--- src/rtl/stx_pkg.sv ---
package stx_pkg;

    localparam int DATA_W   = 8;
    localparam int FRAME_W  = DATA_W + 2;
    localparam int STAT_W   = 8;
    localparam int OVF_BIT  = 1;
    localparam int THRE_BIT = 5;
    localparam int TEMT_BIT = 6;

    typedef logic [DATA_W-1:0]  byte_t;
    typedef logic [FRAME_W-1:0] frame_t;
    typedef logic [STAT_W-1:0]  stat_t;

    typedef enum logic {
        TX_IDLE = 1'b0,
        TX_SEND = 1'b1
    } tx_state_e;

    typedef struct packed {
        logic line_idle;
        logic hold_empty;
        logic overflow;
    } flags_t;

    // stop bit at the top, start bit at the bottom: shifted out LSB first
    function automatic frame_t make_frame(input byte_t d);
        return {1'b1, d, 1'b0};
    endfunction

    function automatic stat_t pack_status(input flags_t f);
        stat_t s;
        s           = '0;
        s[TEMT_BIT] = f.line_idle;
        s[THRE_BIT] = f.hold_empty;
        s[OVF_BIT]  = f.overflow;
        return s;
    endfunction

endpackage

--- src/rtl/stx_queue.sv ---
module stx_queue
    import stx_pkg::*;
#(
    parameter int DEPTH = 16
) (
    input  logic  clk,
    input  logic  rst,
    input  logic  fifo_en,
    input  logic  clr,
    input  logic  push,
    input  byte_t push_data,
    input  logic  pop,
    output byte_t head,
    output logic  empty,
    output logic  accepted,
    output logic  ovf
);

    localparam int AW = (DEPTH > 1) ? $clog2(DEPTH) : 1;
    localparam int CW = $clog2(DEPTH + 1);

    byte_t          mem [DEPTH];
    logic [AW-1:0]  wptr;
    logic [AW-1:0]  rptr;
    logic [CW-1:0]  count;
    logic [CW-1:0]  cap;
    logic           en_q;
    logic           flush;
    logic           full;
    logic           pop_ok;

    function automatic logic [AW-1:0] bump(input logic [AW-1:0] p);
        return (p == AW'(DEPTH - 1)) ? '0 : p + 1'b1;
    endfunction

    // queue mode uses every slot, holding-register mode only one
    assign cap      = fifo_en ? CW'(DEPTH) : CW'(1);
    assign full     = (count >= cap);
    assign empty    = (count == '0);
    assign flush    = clr | (fifo_en != en_q);
    assign accepted = push & ~full & ~flush;
    assign pop_ok   = pop & ~empty;
    assign head     = mem[rptr];

    always_ff @(posedge clk) begin
        if (accepted) begin
            mem[wptr] <= push_data;
        end
    end

    always_ff @(posedge clk) begin
        if (rst || flush) begin
            wptr  <= '0;
            rptr  <= '0;
            count <= '0;
            en_q  <= fifo_en;
            ovf   <= 1'b0;
        end else begin
            if (accepted) begin
                wptr <= bump(wptr);
            end
            if (pop_ok) begin
                rptr <= bump(rptr);
            end
            case ({accepted, pop_ok})
                2'b10:   count <= count + 1'b1;
                2'b01:   count <= count - 1'b1;
                default: count <= count;
            endcase
            if (push && full) begin
                ovf <= 1'b1;
            end
        end
    end

endmodule

--- src/rtl/stx_shifter.sv ---
module stx_shifter
    import stx_pkg::*;
(
    input  logic  clk,
    input  logic  rst,
    input  logic  baud_tick,
    input  logic  avail,
    input  byte_t data,
    output logic  take,
    output logic  txd,
    output logic  sending,
    output logic  frame_done
);

    localparam int CNT_W = $clog2(FRAME_W + 1);

    tx_state_e         state;
    frame_t            shreg;
    logic [CNT_W-1:0]  left;

    assign sending    = (state == TX_SEND);
    // the tick that closes the final bit of the current character
    assign frame_done = sending && baud_tick && (left == CNT_W'(1));
    // load from idle, or back to back on the closing tick
    assign take       = avail && (!sending || frame_done);
    assign txd        = sending ? shreg[0] : 1'b1;

    always_ff @(posedge clk) begin
        if (rst) begin
            state <= TX_IDLE;
            shreg <= '1;
            left  <= '0;
        end else if (take) begin
            state <= TX_SEND;
            shreg <= make_frame(data);
            left  <= CNT_W'(FRAME_W);
        end else if (sending && baud_tick) begin
            shreg <= {1'b1, shreg[FRAME_W-1:1]};
            left  <= left - 1'b1;
            if (frame_done) begin
                state <= TX_IDLE;
            end
        end
    end

endmodule

--- src/rtl/stx_line_ctl.sv ---
module stx_line_ctl
    import stx_pkg::*;
(
    input  logic  clk,
    input  logic  rst,
    input  logic  wr_accept,
    input  logic  frame_done,
    input  logic  take,
    input  logic  q_empty,
    input  logic  sending,
    input  logic  ovf,
    output logic  drv_en,
    output stat_t status,
    output logic  irq
);

    flags_t flags;
    logic   thre_d;

    assign flags.hold_empty = q_empty;
    assign flags.line_idle  = q_empty & ~sending;
    assign flags.overflow   = ovf;
    assign status           = pack_status(flags);
    assign irq              = flags.hold_empty & ~thre_d;

    always_ff @(posedge clk) begin
        if (rst) begin
            drv_en <= 1'b0;
            thre_d <= 1'b1;
        end else begin
            thre_d <= flags.hold_empty;
            if (wr_accept) begin
                drv_en <= 1'b1;
            end else if (frame_done && !take) begin
                drv_en <= 1'b0;
            end
        end
    end

endmodule

--- src/rtl/serial_tx_rs485.sv ---
module serial_tx_rs485
    import stx_pkg::*;
#(
    parameter int QUEUE_DEPTH = 16
) (
    input  logic       clk,
    input  logic       rst,
    input  logic       wr_en,
    input  logic [7:0] wr_data,
    input  logic       fifo_en,
    input  logic       fifo_clr,
    input  logic       baud_tick,
    output logic       txd,
    output logic       drv_en,
    output logic [7:0] status,
    output logic       irq
);

    byte_t q_head;
    logic  q_empty;
    logic  q_accept;
    logic  q_ovf;
    logic  take;
    logic  sending;
    logic  frame_done;
    stat_t stat_w;

    stx_queue #(
        .DEPTH (QUEUE_DEPTH)
    ) queue_i (
        .clk       (clk),
        .rst       (rst),
        .fifo_en   (fifo_en),
        .clr       (fifo_clr),
        .push      (wr_en),
        .push_data (wr_data),
        .pop       (take),
        .head      (q_head),
        .empty     (q_empty),
        .accepted  (q_accept),
        .ovf       (q_ovf)
    );

    stx_shifter shifter_i (
        .clk        (clk),
        .rst        (rst),
        .baud_tick  (baud_tick),
        .avail      (~q_empty),
        .data       (q_head),
        .take       (take),
        .txd        (txd),
        .sending    (sending),
        .frame_done (frame_done)
    );

    stx_line_ctl line_ctl_i (
        .clk        (clk),
        .rst        (rst),
        .wr_accept  (q_accept),
        .frame_done (frame_done),
        .take       (take),
        .q_empty    (q_empty),
        .sending    (sending),
        .ovf        (q_ovf),
        .drv_en     (drv_en),
        .status     (stat_w),
        .irq        (irq)
    );

    assign status = stat_w;

endmodule

--- config.mk ---
export PLATFORM = sky130hd
export DESIGN_NAME = serial_tx_rs485
export DESIGN_NICKNAME = d
export VERILOG_FILES = /design/src/rtl/stx_pkg.sv /design/src/rtl/stx_queue.sv /design/src/rtl/stx_shifter.sv /design/src/rtl/stx_line_ctl.sv /design/src/rtl/serial_tx_rs485.sv
export SDC_FILE = /design/constraint.sdc
export NUM_CORES = 1
export LEC_CHECK = 0
export CORE_ASPECT_RATIO = 0.6
export CORE_MARGIN = 3
export CORE_UTILIZATION = 52
export CTS_CLUSTER_DIAMETER = 120
export DETAILED_ROUTE_END_ITERATION = 10
export DONT_BUFFER_PORTS = 1
export GPL_TIMING_DRIVEN = 1
export PLACE_DENSITY = 0.67
export SLEW_MARGIN = 5
export SYNTH_ARGS = -nofsm -noshare
export SYNTH_HDL_FRONTEND = slang
export SYNTH_SLANG_ARGS = --single-unit
--- constraint.sdc ---
create_clock -name clk -period 6.03 [get_ports clk]
set_clock_uncertainty 0.2 [all_clocks]
set_input_delay 0.603 -clock clk [delete_from_list [all_inputs] [get_ports clk]]
set_output_delay 0.603 -clock clk [all_outputs]
set_load 0.02 [all_outputs]
==> metrics.md <==
| Metric | Value |
|---|---|
| Outcome | `complete, no violations` |
| Ys Warns | `0` |
| Fin crit share | `61.0%` |
| Ys flop type | `edfxtp_1` |
| First-pass GRT wire length | `20.7 mm` |
| Crit path cell chain | `inv_1 -> ha_1 -> nand2b_1 -> o21a_1 -> nor3_4 -> inv_2 -> ha_1 -> xor2_1 -> ha_1 -> or4bb_1 -> a21oi_1 -> o21ai_0 -> mux2i_1` |
| Critical Path Sink Type | `register` |
| Post-synth top area cell | `edfxtp_1` |
| Top fanout value on the critical path | `16` |
| Gate power share | `1.5%` |
| CP max stage delay | `500 ps` |
| CTS Buf Count | `17` |
| Total Die Area | `14,500 µm²` |
| Synthesized flop and latch total | `163` |
| EDFF count, synth | `129` |
| Fin cells | `607` |
| Cell Pwr Density | `315 nW/µm²` |
| Fin nets | `455` |
| Worst rel slew slack | `25.0%` |
| DRC | `0` |
| Initial DRC Count | `308` |
| Die Wd | `154 µm` |
| Psw | `0.464 mW` |
| Max Cap Violations | `0` |
| CP bufs+invs | `2` |
| Clock transition at path regs | `60 ps` |
| Sinks on Clock Net | `163` |
| CP required | `6130 ps` |
| RSZ-0062 raised after global routing | `no` |
| Synth async-reset ratio | `0%` |
| Crit-path slowest cell | `or4bb_1` |
| Drt via density | `5.97` |
| Routed WL | `13.3 mm` |
| Final Util | `60.2%` |
| Clock power frac | `46.6%` |
| Slew @ Worst Pin | `1120 ps` |
| Mapped cell area | `6790 µm²` |
| # port buffers | `0` |
| Vias in the first global route | `3,518` |
| Starting Density | `54.7%` |
| Antenna Cells | `0` |
| P&R area growth vs syn | `10.1%` |
| Final worst slack | `2350 ps` |
| Fin. Hold Viols | `0` |
| Placed cells | `575` |
| Die Y | `94.5 µm` |
| Seq pwr share | `51.9%` |
| IO Pins | `25` |
| Crit start category | `register` |
| Clk buf depth | `2` |
| Share of cells above drive strength 1 | `16.7%` |
| Max-slew violations | `0` |
| H-tree depth | `4` |
| Crit path arrival time | `3780 ps` |
| GRT Residual Overflow | `0` |
| Pint | `1.89 mW` |
| Switching part of the total | `19.7%` |
| Dpl ws | `2240 ps` |
| CTS tree | `done` |
| Initial antenna violation count | `0` |
| CTS root buf | `clkbuf_16` |
| Leakage | `2.48 nW` |
| Crit-path leading delay family | `simple AND/OR/NAND/NOR gates` |
| Post-route setup TNS | `0 ps` |
| Post-Syn Instances | `433` |
| Post-detail-place hpwl | `8.65 mm` |
| Fmax achieved | `0.272 GHz` |
| HP Class | `in2reg` |
| Drt pass-1 iters | `5` |
| Yosys top cell area share | `57.0%` |
| Routed len/inst | `21.9 µm` |
| CP dominant cell by count | `ha_1` |
| Routability cong. | `0.780` |
| Setup CP Type | `reg2reg` |
| Post-CTS Hold Buffers | `0` |
| FP Rows | `31` |
| GRT Total Usage | `19.5%` |
| Post_cts resized | `0` |
| Crit path time final | `3680 ps` |
| Core region area | `12,400 µm²` |
| Top cells by area, synth | `edfxtp_1, mux4_2, dfxtp_1` |
| Largest net degree at the start of global routing | `33` |
| Peak VDD IR | `0.000193 V` |
| Avg Inst Size Synth | `15.7 µm²` |
| Detail Route Antenna Nets | `0` |
| Clock Latency Late Sink | `420 ps` |
| Via count | `3,622` |
| Final setup viols | `0` |
| Post-CTS setup buffer count | `0` |
| Sequential area share after synthesis | `67.1%` |
| Distinct cells, synth | `51` |
synth_stat cells (3+ instances only):
master	count
o21ai_0	7
mux4_2	32
and3_1	15
buf_4	11
o22ai_1	7
xor2_1	5
or3_1	3
nor2_1	8
a211o_1	8
clkbuf_1	13
nor3_1	7
inv_1	14
nand2b_1	7
xnor2_1	3
edfxtp_1	129
nand3_1	11
mux2i_1	14
dfxtp_1	34
buf_2	5
nand2_1	23
nor4_1	3
nor2b_1	4
ha_1	12
a21oi_1	29
power by group through the flow:
stage / logic (mW) / clock network (mW) / registers [mW]
2_1_floorplan: 0.0339 / 0 / 1.24
3_3_place_gp: 0.0340 / 0 / 1.25
3_5_place_dp: 0.0347 / 0 / 1.25
4_1_cts: 0.0347 / 1.11 / 1.22
5_1_grt: 0.0391 / 1.15 / 1.22
6_report: 0.0349 / 1.10 / 1.22
placed cells by master (no fill, tap or decap), drive strengths merged, types with 2 or more instances in the layout:
cell type / synthesis / final
edfxtp: 129 / 129
dfxtp: 34 / 34
mux4: 32 / 32
a21oi: 29 / 29
nand2: 23 / 23
clkbuf: 13 / 21
inv: 15 / 19
and3: 15 / 15
mux2i: 14 / 14
ha: 12 / 12
nand3: 11 / 11
nor2: 8 / 8
a211o: 8 / 8
nor3: 8 / 8
o22ai: 8 / 8
nand2b: 7 / 7
o21ai: 7 / 7
xor2: 5 / 5
conb: 1 / 5
clkinv: 0 / 5
nor2b: 4 / 4
buf: 18 / 4
or3: 4 / 4
xnor2: 3 / 3
nor4: 3 / 3
or2: 3 / 3
a31oi: 2 / 2
bufinv: 0 / 2
stage by stage:
| step | cell area, µm² | hold slack, ps | total power, mW |
|---|---|---|---|
| 4_1_cts | 7470 | 37.2 | 2.36 |
| 3_3_place_gp | 6870 | 296 | 1.28 |
| 3_5_place_dp | 6870 | 311 | 1.28 |
| 6_report | 7470 | 44.4 | 2.35 |
| 5_1_grt | 7470 | 32.7 | 2.41 |
| 2_1_floorplan | 6810 | 226 | 1.28 |
metal layers:
metal | track usage (%) | part of all wire, %
met1 | 30.2 | 50
met2 | 27.0 | 42
met3 | 4.67 | 6.7
met4 | 6.83 | 1.3
met5 | 0 | 0
layout make-up:
class                      instances  area [µm²]
clock buffer                      21         483
clock inverter                    11         120
fill                             923        4940
inverter                          15        56.3
multi-input combinational        228        2020
sequential                       163        4550
tap                              165         206
timing repair buffer               4        30.0
registers in the layout, summed over array words and instances, names as in the netlist, named ones only:
name,cells
line_ctl_i.drv_en,1
queue_i.count,5
shifter_i.sending,1
queue_i.wptr,4
queue_i.rptr,4
queue_i.ovf,1
queue_i.en_q,1
queue_i.mem,128
line_ctl_i.thre_d,1
shifter_i.shreg,9
shifter_i.left,4
path summary, 6_finish.rpt:
check                           startpoint  slack [ps]                             end  cells past startpoint
max          queue_i.count[0]$_SDFFE_PP0P_        2350   queue_i.count[4]$_SDFFE_PP0P_                     13
min                                    rst          40  shifter_i.left[3]$_SDFFE_PP0P_                      1
max reg2reg  queue_i.count[0]$_SDFFE_PP0P_        2350   queue_i.count[4]$_SDFFE_PP0P_                     13
min reg2reg  queue_i.count[4]$_SDFFE_PP0P_         310   queue_i.count[4]$_SDFFE_PP0P_                      2
logic make-up after synthesis:
| kind of cell | after synthesis | share of synthesized area (%) |
|---|---|---|
| other | 1 | 0.0552 |
| buffers and inverters | 46 | 3.35 |
| adder cells (fa/ha/maj) | 12 | 2.21 |
| AO/OA/AOI/OAI | 64 | 6.06 |
| AND/OR/NAND/NOR | 93 | 7.55 |
| XOR/XNOR | 8 | 1.03 |
| multiplexers | 46 | 12.7 |
| flip-flops | 163 | 67.1 |
Note: power is estimated with default switching activity, not from simulation.
